`src/rtl/dwd_pkg.sv`:
```
package dwd_pkg;

    typedef enum logic [1:0] {
        WD_BOOT = 2'd0,
        WD_RUN  = 2'd1,
        WD_HALT = 2'd2
    } wd_mode_t;

    typedef struct packed {
        logic rls;
        logic en;
        logic svc;
        logic tick;
    } wd_evt_t;

    function automatic int unsigned cnt_width(input int unsigned a, input int unsigned b);
        int unsigned m;
        m = (a > b) ? a : b;
        return (m < 2) ? 1 : $clog2(m + 1);
    endfunction

endpackage

```
`src/rtl/dwd_hb_sync.sv`:
```
module dwd_hb_sync #(
    parameter int unsigned SYNC_STAGES = 2
) (
    input  logic clk,
    input  logic rst,
    input  logic hb_i,
    output logic edge_o
);
    localparam int unsigned LAST = SYNC_STAGES - 1;

    logic [SYNC_STAGES-1:0] chain_q;
    logic                   prev_q;

    // Free-running chain: reset must last longer than SYNC_STAGES + 1 cycles
    // so that the chain holds real samples when edges are first qualified.
    always_ff @(posedge clk) begin
        chain_q[0] <= hb_i;
        prev_q     <= chain_q[LAST];
    end

    genvar g;
    generate
        for (g = 1; g < SYNC_STAGES; g++) begin : g_stage
            always_ff @(posedge clk) begin
                chain_q[g] <= chain_q[g-1];
            end
        end
    endgenerate

    always_comb begin
        edge_o = ~rst & (chain_q[LAST] ^ prev_q);
    end

endmodule

```
`src/rtl/dwd_mode_fsm.sv`:
```
module dwd_mode_fsm
    import dwd_pkg::*;
(
    input  logic     clk,
    input  logic     rst,
    input  wd_evt_t  evt_i,
    input  logic     hit_i,
    output wd_mode_t mode_o,
    output logic     run_o,
    output logic     svc_o
);
    wd_mode_t mode_q, mode_d;

    always_comb begin
        run_o = evt_i.en & ~evt_i.rls & (mode_q != WD_HALT);
        svc_o = run_o & evt_i.svc;
    end

    always_comb begin
        mode_d = mode_q;
        if (evt_i.rls) begin
            mode_d = WD_BOOT;
        end else if (run_o) begin
            if (evt_i.svc) begin
                mode_d = WD_RUN;
            end else if (hit_i) begin
                mode_d = WD_HALT;
            end
        end
    end

    always_ff @(posedge clk) begin
        if (rst) begin
            mode_q <= WD_BOOT;
        end else begin
            mode_q <= mode_d;
        end
    end

    assign mode_o = mode_q;

endmodule

```
`src/rtl/dwd_win_cnt.sv`:
```
module dwd_win_cnt #(
    parameter int unsigned CW = 8
) (
    input  logic          clk,
    input  logic          rst,
    input  logic          clr_i,
    input  logic          adv_i,
    input  logic [CW-1:0] limit_i,
    output logic          hit_o
);
    logic [CW-1:0] cnt_q;

    always_comb begin
        hit_o = adv_i & ~clr_i & (cnt_q == (limit_i - 1'b1));
    end

    always_ff @(posedge clk) begin
        if (rst || clr_i || hit_o) begin
            cnt_q <= '0;
        end else if (adv_i) begin
            cnt_q <= cnt_q + 1'b1;
        end
    end

endmodule

```
`src/rtl/dual_wdt.sv`:
```
module dual_wdt
    import dwd_pkg::*;
#(
    parameter int unsigned START_TICKS = 54000,
    parameter int unsigned NORM_TICKS  = 1680,
    parameter int unsigned SYNC_STAGES = 2
) (
    input  logic clk,
    input  logic rst,
    input  logic tick_i,
    input  logic hb_i,
    input  logic hb_en_i,
    input  logic rls_i,
    output logic expire_o
);
    localparam int unsigned CW = cnt_width(START_TICKS, NORM_TICKS);
    localparam logic [CW-1:0] START_LIM = CW'(START_TICKS);
    localparam logic [CW-1:0] NORM_LIM  = CW'(NORM_TICKS);

    logic          hb_edge;
    wd_evt_t       evt;
    wd_mode_t      mode;
    logic          run;
    logic          svc;
    logic          hit;
    logic [CW-1:0] limit;
    logic          expire_q;

    dwd_hb_sync #(.SYNC_STAGES(SYNC_STAGES)) u_sync (
        .clk   (clk),
        .rst   (rst),
        .hb_i  (hb_i),
        .edge_o(hb_edge)
    );

    always_comb begin
        evt.rls  = rls_i;
        evt.en   = hb_en_i;
        evt.svc  = hb_edge;
        evt.tick = tick_i;
    end

    dwd_mode_fsm u_fsm (
        .clk   (clk),
        .rst   (rst),
        .evt_i (evt),
        .hit_i (hit),
        .mode_o(mode),
        .run_o (run),
        .svc_o (svc)
    );

    always_comb begin
        limit = (mode == WD_RUN) ? NORM_LIM : START_LIM;
    end

    dwd_win_cnt #(.CW(CW)) u_cnt (
        .clk    (clk),
        .rst    (rst),
        .clr_i  (~run | svc),
        .adv_i  (evt.tick),
        .limit_i(limit),
        .hit_o  (hit)
    );

    always_ff @(posedge clk) begin
        if (rst) begin
            expire_q <= 1'b0;
        end else begin
            expire_q <= hit;
        end
    end

    assign expire_o = expire_q;

endmodule

```
`config.mk`:
```
export PLATFORM = sky130hd
export DESIGN_NAME = dual_wdt
export DESIGN_NICKNAME = d
export VERILOG_FILES = /design/src/rtl/dwd_pkg.sv /design/src/rtl/dwd_hb_sync.sv /design/src/rtl/dwd_mode_fsm.sv /design/src/rtl/dwd_win_cnt.sv /design/src/rtl/dual_wdt.sv
export SDC_FILE = /design/constraint.sdc
export NUM_CORES = 1
export LEC_CHECK = 0
export ABC_AREA = 1
export CAP_MARGIN = 0
export CORE_ASPECT_RATIO = 1.2
export CORE_UTILIZATION = 60
export CTS_CLUSTER_DIAMETER = 150
export DETAILED_ROUTE_END_ITERATION = 12
export GPL_ROUTABILITY_DRIVEN = 1
export GPL_TIMING_DRIVEN = 1
export PLACE_DENSITY = 0.9
export SYNTH_ARGS = -nofsm -noshare
export SYNTH_HDL_FRONTEND = slang
export SYNTH_HIERARCHICAL = 1
export SYNTH_SLANG_ARGS = --single-unit
```
`constraint.sdc`:
```
create_clock -name clk -period 5.6 [get_ports clk]
set_clock_uncertainty 0.15 [all_clocks]
set_input_delay 1.68 -clock clk [delete_from_list [all_inputs] [get_ports clk]]
set_output_delay 1.68 -clock clk [all_outputs]
set_load 0.01 [all_outputs]
```
[Word-level counts from Yosys, hierarchy flattened]
Cells that the tools add are included.
Cells by class
  add/sub/neg operators: 2
  equality and inequality tests: 3
  reductions and logical operators: 5
  bitwise logic cells: 12
  muxes and demuxes: 3
Operators with widths (number)
  $add 16x1->16 const B: 1
  $eq 16x16->1: 1
  $mux 16: 1
  $sub 16x1->16 const B: 1
  $and 1x1->1: 6
  $mux 2: 2
  $not 1->1: 4
  $eq 2x1->1 const B: 1
  $logic_or 1x1->1: 2
  $ne 2x2->1 const B: 1
  $reduce_and 2->1: 1
  $reduce_bool 2->1: 1
  $reduce_or 2->1: 1
  $or 1x1->1: 1
  $xor 1x1->1: 1
Word-level totals
  register bits: 22
  bits of input ports: 6
  word-level logic and storage cells: 31
  output and inout bits: 1

[Longest topological paths before layout]
Gate-level depths: netlist of run 1.
  depth in word-level cells: 10
  depth in mapped cells: 21
  gate-level depth less buffers: 21

[Cells and area by module]
The synthesis of run 1 kept the hierarchy.
Modules (own cells, without submodules)
  dwd_win_cnt: cells each 245, area an instance 1512.7 um2, instances 1, seq. area each 320.3 um2
  dwd_mode_fsm: cells each 20, area an instance 143.9 um2, instances 1, seq. area each 40.0 um2
  dwd_hb_sync: cells each 8, area an instance 78.8 um2, instances 1, seq. area each 60.1 um2
  dual_wdt: cells each 11, area an instance 60.1 um2, instances 1, seq. area each 20.0 um2

[Worst setup path after synthesis of run 1]
No wires, ideal clock.
  path type: input-to-reg
  from: input hb_en_i
  to: register u_fsm.mode_q[0], in the netlist u_fsm/mode_o[0]
  path buffers: 0
  cell stages on the path: 18
  arrival time: 3002 ps
  library setup time: 114 ps
  data required time: 5336 ps
  path slack: 2334 ps
  cell sequence: inv_1 -> nor2_4 -> and2_2 -> nand2_1 -> inv_1 -> nand2_1 -> nor2_1 -> nand3_1 -> nor2_1 -> nand2_1 -> nor2_1 -> nand3_2 -> nor2_1 -> inv_1 -> nand2_1 -> nand3_2 -> nand2_1 -> a21oi_2
On the way
  longest elaborated chain between the ends: 9
  elaborated cells on any way between the ends: 10
  classes of those cells: bitwise: 8; reduce/logical: 2
Ends and longest elaborated chain
  start, declared: RTL line dual_wdt.sv:12  | input logic hb_en_i,
  $and 1x1->1 (*) (2 in a row): RTL line dwd_mode_fsm.sv:15  | run_o = evt_i.en & ~evt_i.rls & (mode_q != WD_HALT);
  named net run: RTL line dual_wdt.sv:23  | logic run;
  $and 1x1->1 or $not 1->1 (tied branches): RTL line dwd_mode_fsm.sv:16, dual_wdt.sv:60
  $or 1x1->1 (*): RTL line dual_wdt.sv:60  | .clr_i (~run | svc),
  $not 1->1 (*): RTL line dwd_win_cnt.sv:14  | hit_o = adv_i & ~clr_i & (cnt_q == (limit_i - 1'b1));
  $and 1x1->1 (*) (2 in a row): RTL line dwd_win_cnt.sv:14
  named net hit: RTL line dual_wdt.sv:25  | logic hit;
  $reduce_bool 2->1 (no source line) (*)
  $reduce_and 2->1 (no source line) (*)
  end signal, assigned: RTL line dwd_mode_fsm.sv:36  | mode_q <= mode_d;
  end, declared: RTL line dwd_mode_fsm.sv:12  | wd_mode_t mode_q, mode_d;
Mark *: on every way through the listed nets, which the timed path passes. The rest lies on a longest branch.
A chain may end at the register's enable or synchronous reset.

[Worst setup path after layout of run 1]
  from: input rst
  to: register u_cnt.cnt_q[14]
On the way
  longest elaborated chain between the ends: 8
  elaborated cells on any way between the ends: 9
  classes of those cells: bitwise: 7; reduce/logical: 2
Ends and longest elaborated chain
  start, declared: RTL line dual_wdt.sv:9  | input logic rst,
  $not 1->1 (*): RTL line dwd_hb_sync.sv:31  | edge_o = ~rst & (chain_q[LAST] ^ prev_q);
  $and 1x1->1 (*): RTL line dwd_hb_sync.sv:31
  named net hb_edge: RTL line dual_wdt.sv:20  | logic hb_edge;
  $and 1x1->1 (*): RTL line dwd_mode_fsm.sv:16  | svc_o = run_o & evt_i.svc;
  named net svc: RTL line dual_wdt.sv:24  | logic svc;
  $or 1x1->1 (*): RTL line dual_wdt.sv:60
  $not 1->1: RTL line dwd_win_cnt.sv:14
  $and 1x1->1 (2 in a row): RTL line dwd_win_cnt.sv:14
  $logic_or 1x1->1 (*): RTL line dwd_win_cnt.sv:18  | if (rst || clr_i || hit_o) begin
  end signal, assigned: RTL line dwd_win_cnt.sv:21  | cnt_q <= cnt_q + 1'b1;
  end, declared: RTL line dwd_win_cnt.sv:11  | logic [CW-1:0] cnt_q;
Marked as above.

==> tab_implementation.tex, run 1 <==
\begin{tabular}{lr}
\hline
Metric & Value \\
\hline
\multicolumn{2}{l}{\textbf{Setup path}} \\
Crit path launch type & input port \\
List of cells traversed by the critical path & clkdlybuf4s50\_1 > inv\_1 > nand2\_1 > nor2\_1 > nand3\_2 > inv\_1 > inv\_1 > nand2\_1 > inv\_1 > nand2\_1 > nor2\_1 > nand3\_1 > nor2\_1 > nand2\_1 > nor2\_1 > nand3\_2 > o21bai\_4 > nor2\_1 \\
Setup CP Type & input port to flop \\
Maximum fanout count along the critical path & 16 \\
Origin of the critical flop-to-flop path & u\_fsm/mode\_o[1]\$\_SDFFE\_PP0P\_ \\
Slowest cell delay on critical path & between 500 and 600 ps \\
Data arrival time at the worst-slack endpoint & 3990 ps \\
Required arrival time at the worst endpoint & 5640 ps \\
Worst setup EP type & flop \\
Register-to-Register Setup Slack & $\sim$3000 ps \\
Critical register-to-register path endpoint & u\_cnt/cnt\_q[14]\$\_SDFFE\_PP0P\_ \\
Slowest stage cell, crit path & clkdlybuf4s50\_1 \\
Library cell appearing most often on the critical path & nor2\_1 \\
Crit path from & rst \\
FF-to-FF path depth & 10 \\
\multicolumn{2}{l}{\textbf{Timing}} \\
Maximum clock frequency & 0.253 GHz \\
Final number of hold-violating endpoints & 0 \\
TNS Setup & 0 ps \\
Worst slew pin tran & between 600 and 700 ps \\
Setup repair after global routing missed its margin & no \\
Worst-case headroom to the max-slew limit & 57.6\% \\
Setup-failing EPs final & 0 \\
Max-slew violation total from the final report & 0 \\
Period minus WS final & 3950 ps \\
Portion of the clock cycle consumed by the worst path in the final layout & a little over two thirds \\
\multicolumn{2}{l}{\textbf{Hold path}} \\
Number of cells on the worst hold path & 0 \\
Worst min-delay path endpoint & u\_sync/chain\_q[1]\$\_DFF\_P\_ \\
Source of the worst hold timing path & u\_sync/chain\_q[0]\$\_DFF\_P\_ \\
Worst hold-check path type & flop to flop \\
\multicolumn{2}{l}{\textbf{Final layout}} \\
Area growth from synthesis to final layout & 13.7\% \\
Final \#Nets & about 330 \\
Fraction of layout instances using a drive strength above 1 & 10.9\% \\
Top library cells by usage in the layout, fill and taps aside & 75 x nand2\_1, 46 x inv\_1, 40 x nor2\_1, 33 x conb\_1, 22 x dfxtp\_1 \\
Commonest non-fill, non-tap cell in the layout & nand2\_1 \\
Count of antenna diodes in the layout & 0 \\
\multicolumn{2}{l}{\textbf{Clock network}} \\
Total clock buffers created by CTS & 3 \\
Clock latency at the later pin of the worst-skew pair & slightly above 300 ps \\
CTS root buffer & clkbuf\_4 \\
Number of gates resized after cts & 0 \\
H-Tree Depth & 1 \\
Sinks on the clock net & 22 \\
Post-CTS Repair Setup Buffers & 0 \\
Hold\_buf cts & 0 \\
Clock Pin Slew Worst Setup and Hold Paths & 130 ps \\
Maximum count of clock buffers along a single path & 2 \\
Clock tree from TritonCTS & built \\
\multicolumn{2}{l}{\textbf{Route}} \\
WL final & 3680 µm \\
Number of detailed-route iterations in the first pass & 5 \\
Vias per cell & approximately 4.9 \\
Via count & roughly 1700 \\
Number of DRC markers in iteration 0 & 75 \\
Number of design rule violations left after detail routing & 0 \\
Routed length per placed instance & 10.3 µm \\
ANT nets after route & 0 \\
\multicolumn{2}{l}{\textbf{Run}} \\
Number of maximum-capacitance violations & 0 \\
\multicolumn{2}{l}{\textbf{Synth}} \\
Proportion of synthesized chip area in sequential cells & about 25\% \\
Combined area of all synthesized cells & approximately 1800 µm² \\
Compound-Gate Fraction of Synth Area & 3.41\% \\
Adder-cell area share of the yosys netlist & under 10\% \\
Multiplexer share of the synthesized area & less than 1\% \\
Number of library cell types mapped by synthesis & 29 \\
Gate count after technology mapping & 284 \\
Post-synthesis simple-gate area fraction & a little under half \\
Count of state elements after synthesis & 22 \\
Synth Warn \# & 6 \\
Main combinational cell family by area after synthesis & simple AND/OR/NAND/NOR gates \\
XOR/XNOR share of the synthesized area & around 12\% \\
Synthesized area divided by synthesized cell count & between 6 and 7 µm² \\
\multicolumn{2}{l}{\textbf{Placement}} \\
HPWL after detailed placement & 2720 µm \\
Weighted congestion reported at the end of routability-driven placement & 0.903 \\
Number of buffers added on ports & 6 \\
\multicolumn{2}{l}{\textbf{Power}} \\
Clock power share & around two fifths \\
Peak supply drop & 198 µV \\
Proportion of power drawn by combinational gates & $\sim$12\% \\
Switching fraction of total power & 23.7\% \\
Switch Pwr & between 70 and 80 µW \\
Leakage & 0.000916 µW \\
Internal power of the cells & 245 µW \\
Pwr dens & between 150 and 200 nW/µm² \\
Total power after layout & $\sim$320 µW \\
Part of the power in registers & 49.6\% \\
\multicolumn{2}{l}{\textbf{Global route}} \\
Via count of the first global-routing pass & 1568 \\
Global-route wire length before repair & approximately 6300 µm \\
Global route total overflow & 0 \\
Number of antenna violations at the first check in global routing & 0 \\
Total track usage & about a quarter \\
Pin count of the biggest net entering global routing & 17 \\
\multicolumn{2}{l}{\textbf{Die}} \\
Number of core rows & 21 \\
Vertical die dimension & $\sim$62 µm \\
Overall die width & 51.9 µm \\
Boundary pin count & 7 \\
Total core area & 2810 µm² \\
DIE AREA & 3220 µm² \\
Initial standard-cell utilization of the core & 63.9\% \\
\multicolumn{2}{l}{\textbf{Run status}} \\
Status & finished, final reports clean \\
\hline
\end{tabular}
[power groups by stage]
| stage | Combinational (µW) | Sequential, µW | Clock, µW |
|---|---|---|---|
| floorplan | 31.0 | 162 | 0 |
| global placement | 36.2 | 163 | 0 |
| detailed placement | 36.8 | 163 | 0 |
| CTS | 37.3 | 159 | 125 |
| global route | 45.2 | 160 | 131 |
| finish | 39.6 | 159 | 122 |
[critical path: cells and delay by family]
| family | cells | cell delay, ps |
|---|---|---|
| simple gates | 12 | 1090 |
| compound gates | 1 | 470 |
| buf+inv | 5 | 740 |
[final cells by class]
type,count,area [µm²]
clock buffer,3,22.5
clock inverter,1,30.0
fill,218,769
inverter,46,173
multi-input combinational,244,1270
sequential,22,440
tap,34,42.5
timing repair buffer,6,60.1
[metal layers]
layer | track usage, % | wire length (µm)
met5 | 0 | 0
met4 | 11.2 | 66
met3 | 1.95 | 149
met2 | 49.6 | 1900
met1 | 28.8 | 1570
[how the worst max path moves through the flow]
stage	slack (ps)	end	cells past startpoint
after global placement	1550	u_cnt/cnt_q[10]$_SDFFE_PP0P_	18
after detailed placement	1470	u_cnt/cnt_q[11]$_SDFFE_PP0P_	18
after floorplan	2330	u_fsm/mode_o[0]$_SDFFE_PP0P_	18
after CTS	1650	u_cnt/cnt_q[14]$_SDFFE_PP0P_	18
after global routing	1490	u_cnt/cnt_q[12]$_SDFFE_PP0P_	18
final	1650	u_cnt/cnt_q[14]$_SDFFE_PP0P_	18
[flip-flops by register name (all words and copies together) (netlist names)]
register        cells
expire_o            1
u_cnt/cnt_q        16
u_fsm/mode_o        2
u_sync/chain_q      2
u_sync/prev_q       1
[Yosys cell counts, drive strengths merged]
| cell | n | area (µm²) |
|---|---|---|
| xor2 | 16 | 140 |
| nand4 | 5 | 31.3 |
| o21bai | 1 | 18.8 |
| o21ai | 4 | 20.0 |
| dfxtp | 22 | 440 |
| a21oi | 3 | 22.5 |
| conb | 2 | 7.51 |
| nand3 | 21 | 138 |
| xnor2 | 9 | 78.8 |
| nor2 | 57 | 277 |
| ha | 2 | 25.0 |
| or2 | 1 | 6.26 |
| and2 | 1 | 7.51 |
| nor4 | 1 | 6.26 |
| nand2 | 79 | 307 |
| buf | 2 | 20.0 |
| mux2i | 1 | 10.0 |
| inv | 46 | 173 |
| clkbuf | 1 | 5.00 |
| nand3b | 5 | 37.5 |
| nor3 | 5 | 25.0 |
[metrics by stage]
stage | cells | instance area, µm² | utilization [%] | hold WS, ps | worst slack [ps]
2_1_floorplan | 315 | 1910 | - | 160 | 2330
3_3_place_gp | 352 | 1990 | 70.8 | 202 | 1550
3_5_place_dp | 352 | 1990 | 70.8 | 190 | 1470
4_1_cts | 356 | 2040 | 72.6 | 218 | 1650
5_1_grt | 356 | 2040 | 72.6 | 220 | 1490
6_report | 356 | 2040 | 72.6 | 219 | 1650
[kinds of logic after synthesis]
kind of cell,Yosys count
mux,1
flops,22
compound gates,8
simple gates,175
buf+inv,49
fa+ha+maj,2
other cells,2
xor+xnor,25
(Power assumes the default switching activity.)
==> run 2: changes to the inputs <==
Clock period 5.6 ns to 3.7 ns, I/O delays scaled along.
==> tab_implementation.tex, run 2 (synthesis results as in run 1) <==
\begin{tabular}{lr}
\hline
Metric & Value \\
\hline
\multicolumn{2}{l}{\textbf{Setup path}} \\
Slowest stage cell, crit path & clkdlybuf4s50\_1 (unchanged) \\
Slowest cell delay on critical path & 510 ps (was 530 ps) \\
Library cell appearing most often on the critical path & nand2\_1 (was nor2\_1) \\
List of cells traversed by the critical path & clkdlybuf4s50\_1 > inv\_1 > nand2\_1 > nor2\_1 > nand3\_2 > inv\_1 > inv\_1 > nand2\_1 > inv\_1 > nand2\_1 > nor2\_1 > nand3\_1 > nor2\_1 > nand2\_1 > nor2\_1 > nand3\_2 > nor2\_1 > inv\_1 > nand2\_1 > nand3\_2 > nand2\_1 > a21oi\_2 (was clkdlybuf4s50\_1 > inv\_1 > nand2\_1 > nor2\_1 > nand3\_2 > inv\_1 > inv\_1 > nand2\_1 > inv\_1 > nand2\_1 > nor2\_1 > nand3\_1 > nor2\_1 > nand2\_1 > nor2\_1 > nand3\_2 > o21bai\_4 > nor2\_1) \\
Crit path launch type & input port (unchanged) \\
Register-to-Register Setup Slack & 1260 ps (was 3050 ps) \\
Required arrival time at the worst endpoint & 3750 ps (was 5640 ps) \\
Maximum fanout count along the critical path & 4 (was 16) \\
Worst setup EP type & flop (unchanged) \\
Data arrival time at the worst-slack endpoint & 3270 ps (was 3990 ps) \\
Setup CP Type & input port to flop (unchanged) \\
\multicolumn{2}{l}{\textbf{Clock network}} \\
H-Tree Depth & 1 (unchanged) \\
CTS root buffer & clkbuf\_4 (unchanged) \\
Clock latency at the later pin of the worst-skew pair & 290 ps (was 310 ps) \\
Number of gates resized after cts & 0 (unchanged) \\
Maximum count of clock buffers along a single path & 2 (unchanged) \\
Post-CTS Repair Setup Buffers & 0 (unchanged) \\
Clock Pin Slew Worst Setup and Hold Paths & 100 ps (was 130 ps) \\
Hold\_buf cts & 0 (unchanged) \\
Sinks on the clock net & 22 (unchanged) \\
Total clock buffers created by CTS & 3 (unchanged) \\
Clock tree from TritonCTS & built (unchanged) \\
\multicolumn{2}{l}{\textbf{Die}} \\
Initial standard-cell utilization of the core & 63.9\% (unchanged) \\
Number of core rows & 21 (unchanged) \\
Overall die width & 51.9 µm (unchanged) \\
Total core area & 2810 µm² (unchanged) \\
Vertical die dimension & 61.9 µm (unchanged) \\
DIE AREA & 3220 µm² (unchanged) \\
Boundary pin count & 7 (unchanged) \\
\multicolumn{2}{l}{\textbf{Timing}} \\
Worst slew pin tran & 624 ps (was 634 ps) \\
TNS Setup & 0 ps (unchanged) \\
Setup-failing EPs final & 0 (unchanged) \\
Maximum clock frequency & between 0.3 and 0.4 GHz \\
Worst-case headroom to the max-slew limit & 58.3\% (was 57.6\%) \\
Final number of hold-violating endpoints & 0 (unchanged) \\
Portion of the clock cycle consumed by the worst path in the final layout & between 80\% and 90\% \\
Max-slew violation total from the final report & 0 (unchanged) \\
Period minus WS final & between 3000 and 4000 ps \\
Setup repair after global routing missed its margin & no (unchanged) \\
\multicolumn{2}{l}{\textbf{Route}} \\
WL final & 3360 µm (was 3680 µm) \\
ANT nets after route & 0 (unchanged) \\
Number of detailed-route iterations in the first pass & 4 (was 5) \\
Number of design rule violations left after detail routing & 0 (unchanged) \\
Via count & 1674 (was 1735) \\
Routed length per placed instance & 9.44 µm (was 10.3 µm) \\
Number of DRC markers in iteration 0 & 77 (was 75) \\
Vias per cell & 4.70 (was 4.87) \\
\multicolumn{2}{l}{\textbf{Final layout}} \\
Count of antenna diodes in the layout & 0 (unchanged) \\
Cell area after layout & 2030 µm² (was 2040 µm²) \\
Commonest non-fill, non-tap cell in the layout & nand2\_1 (unchanged) \\
Final \#Nets & 332 (was 331) \\
Top reg by flops & u\_cnt/cnt\_q (unchanged) \\
Top library cells by usage in the layout, fill and taps aside & 75 x nand2\_1, 46 x inv\_1, 40 x nor2\_1, 33 x conb\_1, 22 x dfxtp\_1 (unchanged) \\
Area growth from synthesis to final layout & 13.2\% (was 13.7\%) \\
Final Instance Count excl. Fillers & 356 (unchanged) \\
Fraction of layout instances using a drive strength above 1 & 10.9\% (unchanged) \\
Largest register FFs & 16 (unchanged) \\
\multicolumn{2}{l}{\textbf{Global route}} \\
Number of antenna violations at the first check in global routing & 0 (unchanged) \\
Global route total overflow & 0 (unchanged) \\
Pin count of the biggest net entering global routing & 15 (was 17) \\
Global-route wire length before repair & 5650 µm (was 6290 µm) \\
Via count of the first global-routing pass & 1490 (was 1568) \\
Total track usage & 23.6\% (was 25.8\%) \\
\multicolumn{2}{l}{\textbf{Run status}} \\
Status & finished, final reports clean (unchanged) \\
\multicolumn{2}{l}{\textbf{Power}} \\
Peak supply drop & 275 µV (was 198 µV) \\
Leakage & 0.000912 µW (was 0.000916 µW) \\
Pwr dens & 198 nW/µm² (was 157 nW/µm²) \\
Total power after layout & 402 µW (was 321 µW) \\
\multicolumn{2}{l}{\textbf{Placement}} \\
Placed insts & 353 (was 352) \\
Weighted congestion reported at the end of routability-driven placement & 0.920 (was 0.903) \\
Placed Area & 2010 µm² (was 1990 µm²) \\
Number of buffers added on ports & 6 (unchanged) \\
HPWL after detailed placement & 2800 µm (was 2720 µm) \\
\multicolumn{2}{l}{\textbf{Hold path}} \\
Worst hold-check path type & flop to flop (unchanged) \\
\multicolumn{2}{l}{\textbf{Run}} \\
Number of maximum-capacitance violations & 0 (unchanged) \\
\hline
\end{tabular}
[run 2: area by class of cell]
class / count / area, µm²
multi-input cells: 244 / 1270
fillers: 208 / 779
flip-flops and latches: 22 / 440
inverters: 46 / 173
repair buffers: 7 / 80.1
well taps: 34 / 42.5
clock buffers: 3 / 22.5
[run 2: path summary, 6_finish.rpt]
check | to | depth (start not counted) | startpoint
worst min register to register | u_sync/chain_q[1]$_DFF_P_ | 0 | u_sync/chain_q[0]$_DFF_P_
worst max register to register | u_fsm/mode_o[0]$_SDFFE_PP0P_ | 14 | u_fsm/mode_o[1]$_SDFFE_PP0P_
worst min-delay path | u_sync/chain_q[1]$_DFF_P_ | 0 | u_sync/chain_q[0]$_DFF_P_
worst max-delay path | u_fsm/mode_o[0]$_SDFFE_PP0P_ | 22 | rst
[run 2: power breakdown]
part	switching [µW]	internal (µW)
Combinational	37.2	24.0
Sequential	1.80	239
Clock	62.1	37.9
[run 2: worst max-delay path, delay by kind of cell]
family	cells	cell delay (ps)
compound gates	1	50
buf+inv	6	790
simple gates	15	1320
[run 2: per-stage QoR]
stage	util [%]	hold WS (ps)	worst slack, ps
after floorplan	-	160	1000
after global placement	71.5	198	211
after detailed placement	71.5	190	165
after CTS	72.3	215	484
after global routing	72.3	218	232
final	72.3	218	480
[run 2: per-layer routing]
layer | part of all wire, % | up-vias | wire (µm) | GRT usage, %
li1 | - | 907 | - | -
met1 | 43 | 724 | 1460 | 25.3
met2 | 51 | 37 | 1730 | 46.2
met3 | 3.3 | 6 | 112 | 2.19
met4 | 1.9 | 0 | 63 | 10.8
met5 | 0 | - | 0 | 0
==> run 3: changes to the inputs <==
Settings changed: CTS_CLUSTER_SIZE from default to 16.
==> results of run 3 <==
No change in the layout: final DEF, timing and power equal those of run 2.
